==> src/rtl/cca_pkg.sv <==
package cca_pkg;
  // Strobes from the dwell controller to the flag datapath.
  typedef struct packed {
    logic assess;  // dwell or post-acquisition period ends this cycle
    logic idle;    // receiver disabled: clear flags, force busy
  } ccaStrobe_t;
endpackage

==> src/rtl/cca_ctrl.sv <==
module cca_ctrl
  import cca_pkg::*;
#(
  parameter int CLKS_PER_US = 2,
  parameter int DWELL_US    = 16,
  parameter int SYMBOL_US   = 1,
  parameter int ACQ_SYMBOLS = 64
) (
  input  logic       clk,
  input  logic       rstN,
  input  logic       rxEnable,
  input  logic       acquired,
  input  logic       cfgFirstAnt,
  output ccaStrobe_t strobe,
  output logic       antSel
);
  localparam int DWELL_CLKS = CLKS_PER_US * DWELL_US;
  localparam int ACQ_CLKS   = CLKS_PER_US * SYMBOL_US * ACQ_SYMBOLS;
  localparam int MAX_CLKS   = (ACQ_CLKS > DWELL_CLKS) ? ACQ_CLKS : DWELL_CLKS;
  localparam int CNT_W      = $clog2(MAX_CLKS + 1);

  localparam logic [CNT_W-1:0] DWELL_LAST = CNT_W'(DWELL_CLKS - 1);
  localparam logic [CNT_W-1:0] ACQ_LAST   = CNT_W'(ACQ_CLKS - 1);

  logic [CNT_W-1:0] cycleCnt;
  logic [CNT_W-1:0] periodLast;
  logic             acqQ;
  logic             acqRise;
  logic             periodEnd;

  assign acqRise    = rxEnable & acquired & ~acqQ;
  assign periodLast = acquired ? ACQ_LAST : DWELL_LAST;
  // >= covers a period that shrinks when acquisition is lost mid-count
  assign periodEnd  = rxEnable & ~acqRise & (cycleCnt >= periodLast);

  always_ff @(posedge clk or negedge rstN) begin
    if (!rstN) begin
      cycleCnt <= '0;
      acqQ     <= 1'b0;
      antSel   <= 1'b0;
    end else if (!rxEnable) begin
      cycleCnt <= '0;
      acqQ     <= 1'b0;
      antSel   <= cfgFirstAnt;
    end else begin
      acqQ <= acquired;
      if (acqRise)        cycleCnt <= CNT_W'(1);
      else if (periodEnd) cycleCnt <= '0;
      else                cycleCnt <= cycleCnt + 1'b1;
      if (periodEnd && !acquired) antSel <= ~antSel;
    end
  end

  always_comb begin
    strobe.assess = periodEnd;
    strobe.idle   = ~rxEnable;
  end
endmodule

==> src/rtl/cca_dpath.sv <==
module cca_dpath
  import cca_pkg::*;
#(
  parameter int RSSI_W   = 8,
  parameter int ENERGY_W = 16
) (
  input  logic                clk,
  input  logic                rstN,
  input  ccaStrobe_t          strobe,
  input  logic [RSSI_W-1:0]   rssiSample,
  input  logic [RSSI_W-1:0]   cfgRssiThr,
  input  logic [ENERGY_W-1:0] corrEnergy,
  input  logic [ENERGY_W-1:0] cfgCseThr,
  input  logic                cfgActiveLow,
  output logic                edFlag,
  output logic                cseFlag,
  output logic                ccaOut
);
  logic edHit;
  logic cseHit;
  logic busyQ;

  assign edHit  = rssiSample > cfgRssiThr;
  assign cseHit = corrEnergy > cfgCseThr;

  always_ff @(posedge clk or negedge rstN) begin
    if (!rstN) begin
      edFlag  <= 1'b0;
      cseFlag <= 1'b0;
      busyQ   <= 1'b1;
    end else if (strobe.idle) begin
      edFlag  <= 1'b0;
      cseFlag <= 1'b0;
      busyQ   <= 1'b1;
    end else if (strobe.assess) begin
      edFlag  <= edHit;
      cseFlag <= cseHit;
      busyQ   <= edHit | cseHit;
    end
  end

  // polarity is a static setting; the output is a register through an xor
  assign ccaOut = busyQ ^ cfgActiveLow;
endmodule

==> src/rtl/cca_gen.sv <==
module cca_gen
  import cca_pkg::*;
#(
  parameter int CLKS_PER_US = 2,
  parameter int DWELL_US    = 16,
  parameter int SYMBOL_US   = 1,
  parameter int ACQ_SYMBOLS = 64,
  parameter int RSSI_W      = 8,
  parameter int ENERGY_W    = 16
) (
  input  logic                clk,
  input  logic                rstN,
  input  logic                rxEnable,
  input  logic [RSSI_W-1:0]   rssiSample,
  input  logic [ENERGY_W-1:0] corrEnergy,
  input  logic                acquired,
  input  logic [RSSI_W-1:0]   cfgRssiThr,
  input  logic [ENERGY_W-1:0] cfgCseThr,
  input  logic                cfgActiveLow,
  input  logic                cfgFirstAnt,
  output logic                edFlag,
  output logic                cseFlag,
  output logic                ccaOut,
  output logic                antSel
);
  ccaStrobe_t ctrlStrobe;

  cca_ctrl #(
    .CLKS_PER_US(CLKS_PER_US),
    .DWELL_US   (DWELL_US),
    .SYMBOL_US  (SYMBOL_US),
    .ACQ_SYMBOLS(ACQ_SYMBOLS)
  ) u_ctrl (
    .clk        (clk),
    .rstN       (rstN),
    .rxEnable   (rxEnable),
    .acquired   (acquired),
    .cfgFirstAnt(cfgFirstAnt),
    .strobe     (ctrlStrobe),
    .antSel     (antSel)
  );

  cca_dpath #(
    .RSSI_W  (RSSI_W),
    .ENERGY_W(ENERGY_W)
  ) u_dpath (
    .clk         (clk),
    .rstN        (rstN),
    .strobe      (ctrlStrobe),
    .rssiSample  (rssiSample),
    .cfgRssiThr  (cfgRssiThr),
    .corrEnergy  (corrEnergy),
    .cfgCseThr   (cfgCseThr),
    .cfgActiveLow(cfgActiveLow),
    .edFlag      (edFlag),
    .cseFlag     (cseFlag),
    .ccaOut      (ccaOut)
  );
endmodule

==> config.mk <==
export PLATFORM = sky130hd
export DESIGN_NAME = cca_gen
export DESIGN_NICKNAME = d
export VERILOG_FILES = /design/src/rtl/cca_pkg.sv /design/src/rtl/cca_ctrl.sv /design/src/rtl/cca_dpath.sv /design/src/rtl/cca_gen.sv
export SDC_FILE = /design/constraint.sdc
export NUM_CORES = 1
export LEC_CHECK = 0
export BUFFER_PORTS_ARGS = -buffer_cell sky130_fd_sc_hd__buf_2
export CORE_ASPECT_RATIO = 1.25
export CORE_MARGIN = 3
export CORE_UTILIZATION = 27
export DETAILED_ROUTE_END_ITERATION = 7
export HOLD_SLACK_MARGIN = 0.12
export SLEW_MARGIN = 15
export SYNTH_ARGS = -nofsm -noshare
export SYNTH_HDL_FRONTEND = slang
export SYNTH_SLANG_ARGS = --single-unit
==> constraint.sdc <==
create_clock -name clk -period 2.2 [get_ports clk]
set_input_delay 0.22 -clock clk [delete_from_list [all_inputs] [get_ports clk]]
set_output_delay 0.22 -clock clk [all_outputs]
set_load 0.01 [all_outputs]
Word level (Yosys, flattened, before mapping)

Cells that the tools add are included.

Output and inout port bits: 4
Flip-flop bits (word level): 13
Input port bits: 54
Word-level logic and storage cells: 36

Reduce and logical (&&, ||, !) cells: 2
Add/subtract/negate cells: 1
Equality and inequality tests: 2
Order comparisons: 3
Bitwise operators: 9
Mux-type cells: 13

Operators by type and width:

| kind                                                  | count |
|---|---|
| two-way mux 8 bit                                     | 3 |
| > comparator 16 bit                                   | 1 |
| two-way mux 1 bit                                     | 9 |
| adder 8 x 1 -> 8 bit, second input constant           | 1 |
| >= comparator 8 bit                                   | 1 |
| > comparator 8 bit                                    | 1 |
| two-way mux 7 bit                                     | 1 |
| AND 1 bit                                             | 4 |
| inequality test 2 x 1 -> 1 bit, second input constant | 2 |
| inverter 1 bit                                        | 3 |
| logical AND 1 bit                                     | 1 |
| logical NOT 1 bit                                     | 1 |
| bitwise OR 1 bit                                      | 1 |
| bitwise XOR 1 bit                                     | 1 |

Logic depth before layout (Yosys ltp)

Depth after elaboration: 8
Gate-level depth with buffers: 8
Depth with buffers taken out: 7

Hierarchy

Synthesis repeated with hierarchy kept, for this count alone.

Cells, all modules: 153
Area, all modules: 1340.0 um2

By module, submodules not included:

| module    | area an instance (um2) | cells an instance | times used | seq. area each (um2) |
|---|---|---|---|---|
| cca_dpath | 783.3                  | 98                | 1          | 76.3 |
| cca_ctrl  | 556.8                  | 55                | 1          | 250.2 |

Worst setup path before layout

Ideal clock, no wire load.

Path kind: register to register
Start point: register u_ctrl.cycleCnt[6]
End point: register u_dpath.busyQ
Setup slack: 0.476 ns
Library setup time: 0.089 ns
Stages on the path, launching flop included: 8
Arrival time: 1.635 ns
Buffers on the path: 1
Cells stage by stage: dfrtp_1 -> ha_1 -> a211o_1 -> a41oi_2 -> or2_1 -> buf_2 -> and3b_1 -> o21ai_2

Longest elaborated chain between the ends: 3

RTL lines:

| what                                     | line            | text |
|---|---|---|
| start, declared                          | cca_ctrl.sv:25  | `logic [CNT_W-1:0] cycleCnt;` |
| start signal, assigned                   | cca_ctrl.sv:49  | `else cycleCnt <= cycleCnt + 1'b1;` |
| >= comparator 8 bit                      | cca_ctrl.sv:34  | `assign periodEnd = rxEnable & ~acqRise & (cycleCnt >= periodLast);` |
| AND 1 bit                                | cca_ctrl.sv:34  |  |
| inequality test 2 x 1 -> 1 bit (no line) | --              |  |
| end signal, assigned                     | cca_dpath.sv:38 | `busyQ <= edHit \| cseHit;` |
| end, declared                            | cca_dpath.sv:21 | `logic busyQ;` |

No other way between the ends.
A chain may end at the register's enable or synchronous reset.

Final worst setup path

Ends and elaborated chain as after synthesis.

==> impl_metrics.tcl <==
set metrics [dict create \
    status "finished, final reports clean" \
    grt_pass1_vias 1056 \
    relSlewSlack 0.706 \
    layout_common_cells "57 x buf_2, 27 x ha_1, 26 x inv_1, 12 x dfrtp_1" \
    hpwl_um 2300 \
    drtIter0Drc 43 \
    placementRows 26 \
    combPwrFrac 0.266 \
    clock.fmax_ghz 0.556 \
    wl_per_cell_um 9.87 \
    cts_max_path_buffers 2 \
    die_width_um 66.5 \
    final_util 0.385 \
    setup_ws_ns 0.403 \
    rsz0062_at_grt "no" \
    ir_worst_vdd_mv 0.202 \
    drt-total-wl_um 2550 \
    cts.root.buffer_cell "clkbuf_8" \
    vias_per_cell 4.48 \
    vias 1155 \
    cts_tree "built" \
    worstHoldPathType "input port to flip-flop" \
    worstSetupPathType "flip-flop to flip-flop" \
    grt_pass1_wl_um 4310 \
    drtAntennaViolNets 0 \
    io_pins 58 \
    syn_area_mm2 0.00123 \
    netlist_instances 142 \
    crit_fanout 6 \
    final_nets 284 \
    dr.pass1.iters 4 \
    final_common_cell "buf_2" \
    ys_types 35 \
    synth_nets 223 \
    grt_overflow 0 \
    cts.sinks 13 \
    areaGrowthSynthToFinish_pct 32.0 \
    place_congestion 0.743 \
    postCtsHoldBufs 1 \
    post_route_cells_drive_above_1_share 0.332 \
    die_area_mm2 0.00542 \
    p_sw_w 0.000171 \
    powerDensity_mw_per_mm2 385 \
    setup_viol 0 \
    min_period_ns 1.80 \
    p_sw_frac 0.272 \
    arrival_ns 1.95 \
    maxCapViolations 0 \
    rr_startpoint "u_ctrl.cycleCnt[6]" \
    ys_ff_latch 13 \
    end_kind "flip-flop" \
    seq_area_frac_synth 0.265 \
    grt_max_degree 14 \
    chipHeight_um 81.6 \
    cts_resized 0 \
    seq_power_share 0.397 \
    tritoncts.num_buffers 3 \
    initial_utilization 0.292 \
    antenna_found_initial 0 \
    finalCritPeriodShare 0.817 \
    final_max_slew_viol_count 0 \
    syn_area_per_cell_um2 8.69 \
    io_buffers 57 \
    drc 0 \
    leakage_nw 0.947 \
    hold_violations 0 \
    hp-start "cfgFirstAnt" \
    insertion_delay_ns 0.24 \
    worst_pin_slew_ns 0.437 \
    skew_ns 0.000523 \
    pre_cts_ws_ns 0.363 \
    p_clk_frac 0.337 \
    core-area_mm2 0.00423 \
    final.setup.tns_ns 0 \
    cts.htree.levels 1 \
    yosysWarnings 0 \
    n_antenna_cell 0 \
    cp.required_ns 2.36 \
    n_fill_cell 463 \
    start_kind "flip-flop" \
    startpoint "u_ctrl.cycleCnt[6]" \
    post-cts-setup-buffers 0 \
    p_int_w 0.000457 \
    track_usage 0.0979 \
    clk_pin_slew_worst_paths_ns 0.06 \
]
synthesized netlist by cell type:
| cell type | n | area (µm²) |
|---|---|---|
| a2111oi_0 | 1 | 8.76 |
| a211o_1 | 1 | 8.76 |
| a211oi_1 | 1 | 7.51 |
| a21o_1 | 3 | 22.5 |
| a21oi_1 | 10 | 50.1 |
| a221o_1 | 1 | 10.0 |
| a31oi_1 | 1 | 6.26 |
| a41oi_2 | 1 | 16.3 |
| and2_1 | 1 | 6.26 |
| and3_2 | 1 | 7.51 |
| and3_4 | 1 | 11.3 |
| and3b_1 | 1 | 8.76 |
| and4b_1 | 1 | 10.0 |
| buf_2 | 1 | 5.00 |
| buf_6 | 1 | 11.3 |
| dfrtp_1 | 12 | 300 |
| dfstp_2 | 1 | 26.3 |
| ha_1 | 27 | 338 |
| inv_1 | 26 | 97.6 |
| nand2_1 | 6 | 22.5 |
| nand2b_1 | 1 | 6.26 |
| nand3_1 | 9 | 45.0 |
| nand4_1 | 6 | 37.5 |
| nor2_1 | 10 | 37.5 |
| nor2b_1 | 1 | 6.26 |
| nor3_1 | 1 | 5.00 |
| nor4_1 | 1 | 6.26 |
| o211ai_1 | 2 | 15.0 |
| o21ai_0 | 2 | 10.0 |
| o21ai_2 | 1 | 8.76 |
| o31ai_1 | 1 | 7.51 |
| or2_1 | 1 | 6.26 |
| or2_2 | 1 | 6.26 |
| xnor2_1 | 3 | 26.3 |
| xor2_1 | 4 | 35.0 |
metal layers:
metal | global-route usage | routed length (µm) | vias up
li1 | - | - | 614
met4 | 0.00610 | 8 | 0
met5 | 0 | 0 | -
met1 | 0.117 | 1040 | 500
met2 | 0.180 | 1320 | 39
met3 | 0.0287 | 180 | 2
worst max-delay path, stage by stage, from the launching register on:
cell and delay, ns:
dfrtp_1 0.40, ha_1 0.31, a211o_1 0.31, a41oi_2 0.23, or2_1 0.23, and3b_1 0.19
o21ai_2 0.05
final cells by class:
| cell class | count | area (µm²) | share of cell area |
|---|---|---|---|
| clock buffer | 3 | 41.3 | 0.0253 |
| tap | 56 | 70.1 | 0.0430 |
| sequential | 13 | 327 | 0.200 |
| inverter | 26 | 97.6 | 0.0599 |
| multi-input combinational | 101 | 793 | 0.487 |
| clock inverter | 1 | 5.00 | 0.00307 |
| timing repair buffer | 58 | 295 | 0.181 |
metrics by stage:
stage                     instance area (µm²)  total power, W  cells  hold slack [ns]
after floorplan                          1230        0.000348    142          -0.0756
after detailed placement                 1570        0.000422    253            0.119
final                                    1630        0.000628    258            0.224
after global routing                     1630        0.000682    258            0.238
after CTS                                1630        0.000639    258            0.229
after global placement                   1570        0.000421    253            0.121
logic make-up (layout without fill, tap and decap cells):
logic type	Yosys count	count (layout)	synth area share
simple gates	42	42	0.181
buf+inv	28	88	0.0923
fa+ha+maj	27	27	0.274
compound gates	25	25	0.139
flops	13	13	0.265
xor+xnor	7	7	0.0497
flip-flops by register name, summed over array words and instances (netlist names):
register and flops:
u_ctrl.cycleCnt 8, u_ctrl.antSel 1, u_ctrl.acqQ 1, u_dpath.edFlag 1, u_dpath.cseFlag 1, u_dpath.busyQ 1
power groups by stage:
stage	clock [W]	combinational, W	sequential [W]
detailed placement	0	0.000169	0.000254
global route	0.000233	0.000198	0.000250
global placement	0	0.000168	0.000254
CTS	0.000218	0.000171	0.000249
floorplan	0	0.0000947	0.000254
finish	0.000211	0.000167	0.000249
final timing paths:
kind	endpoint	slack [ns]	depth (start not counted)
worst max-delay path	u_dpath.busyQ	0.40	6
worst min-delay path	u_ctrl.antSel	0.22	3
worst max register to register	u_dpath.busyQ	0.40	6
worst min register to register	u_ctrl.cycleCnt[0]	0.50	1
max in group asynchronous	u_dpath.busyQ	1.53	2
min in group asynchronous	u_ctrl.cycleCnt[3]	0.39	2
Power figures use the tool's default switching activity.
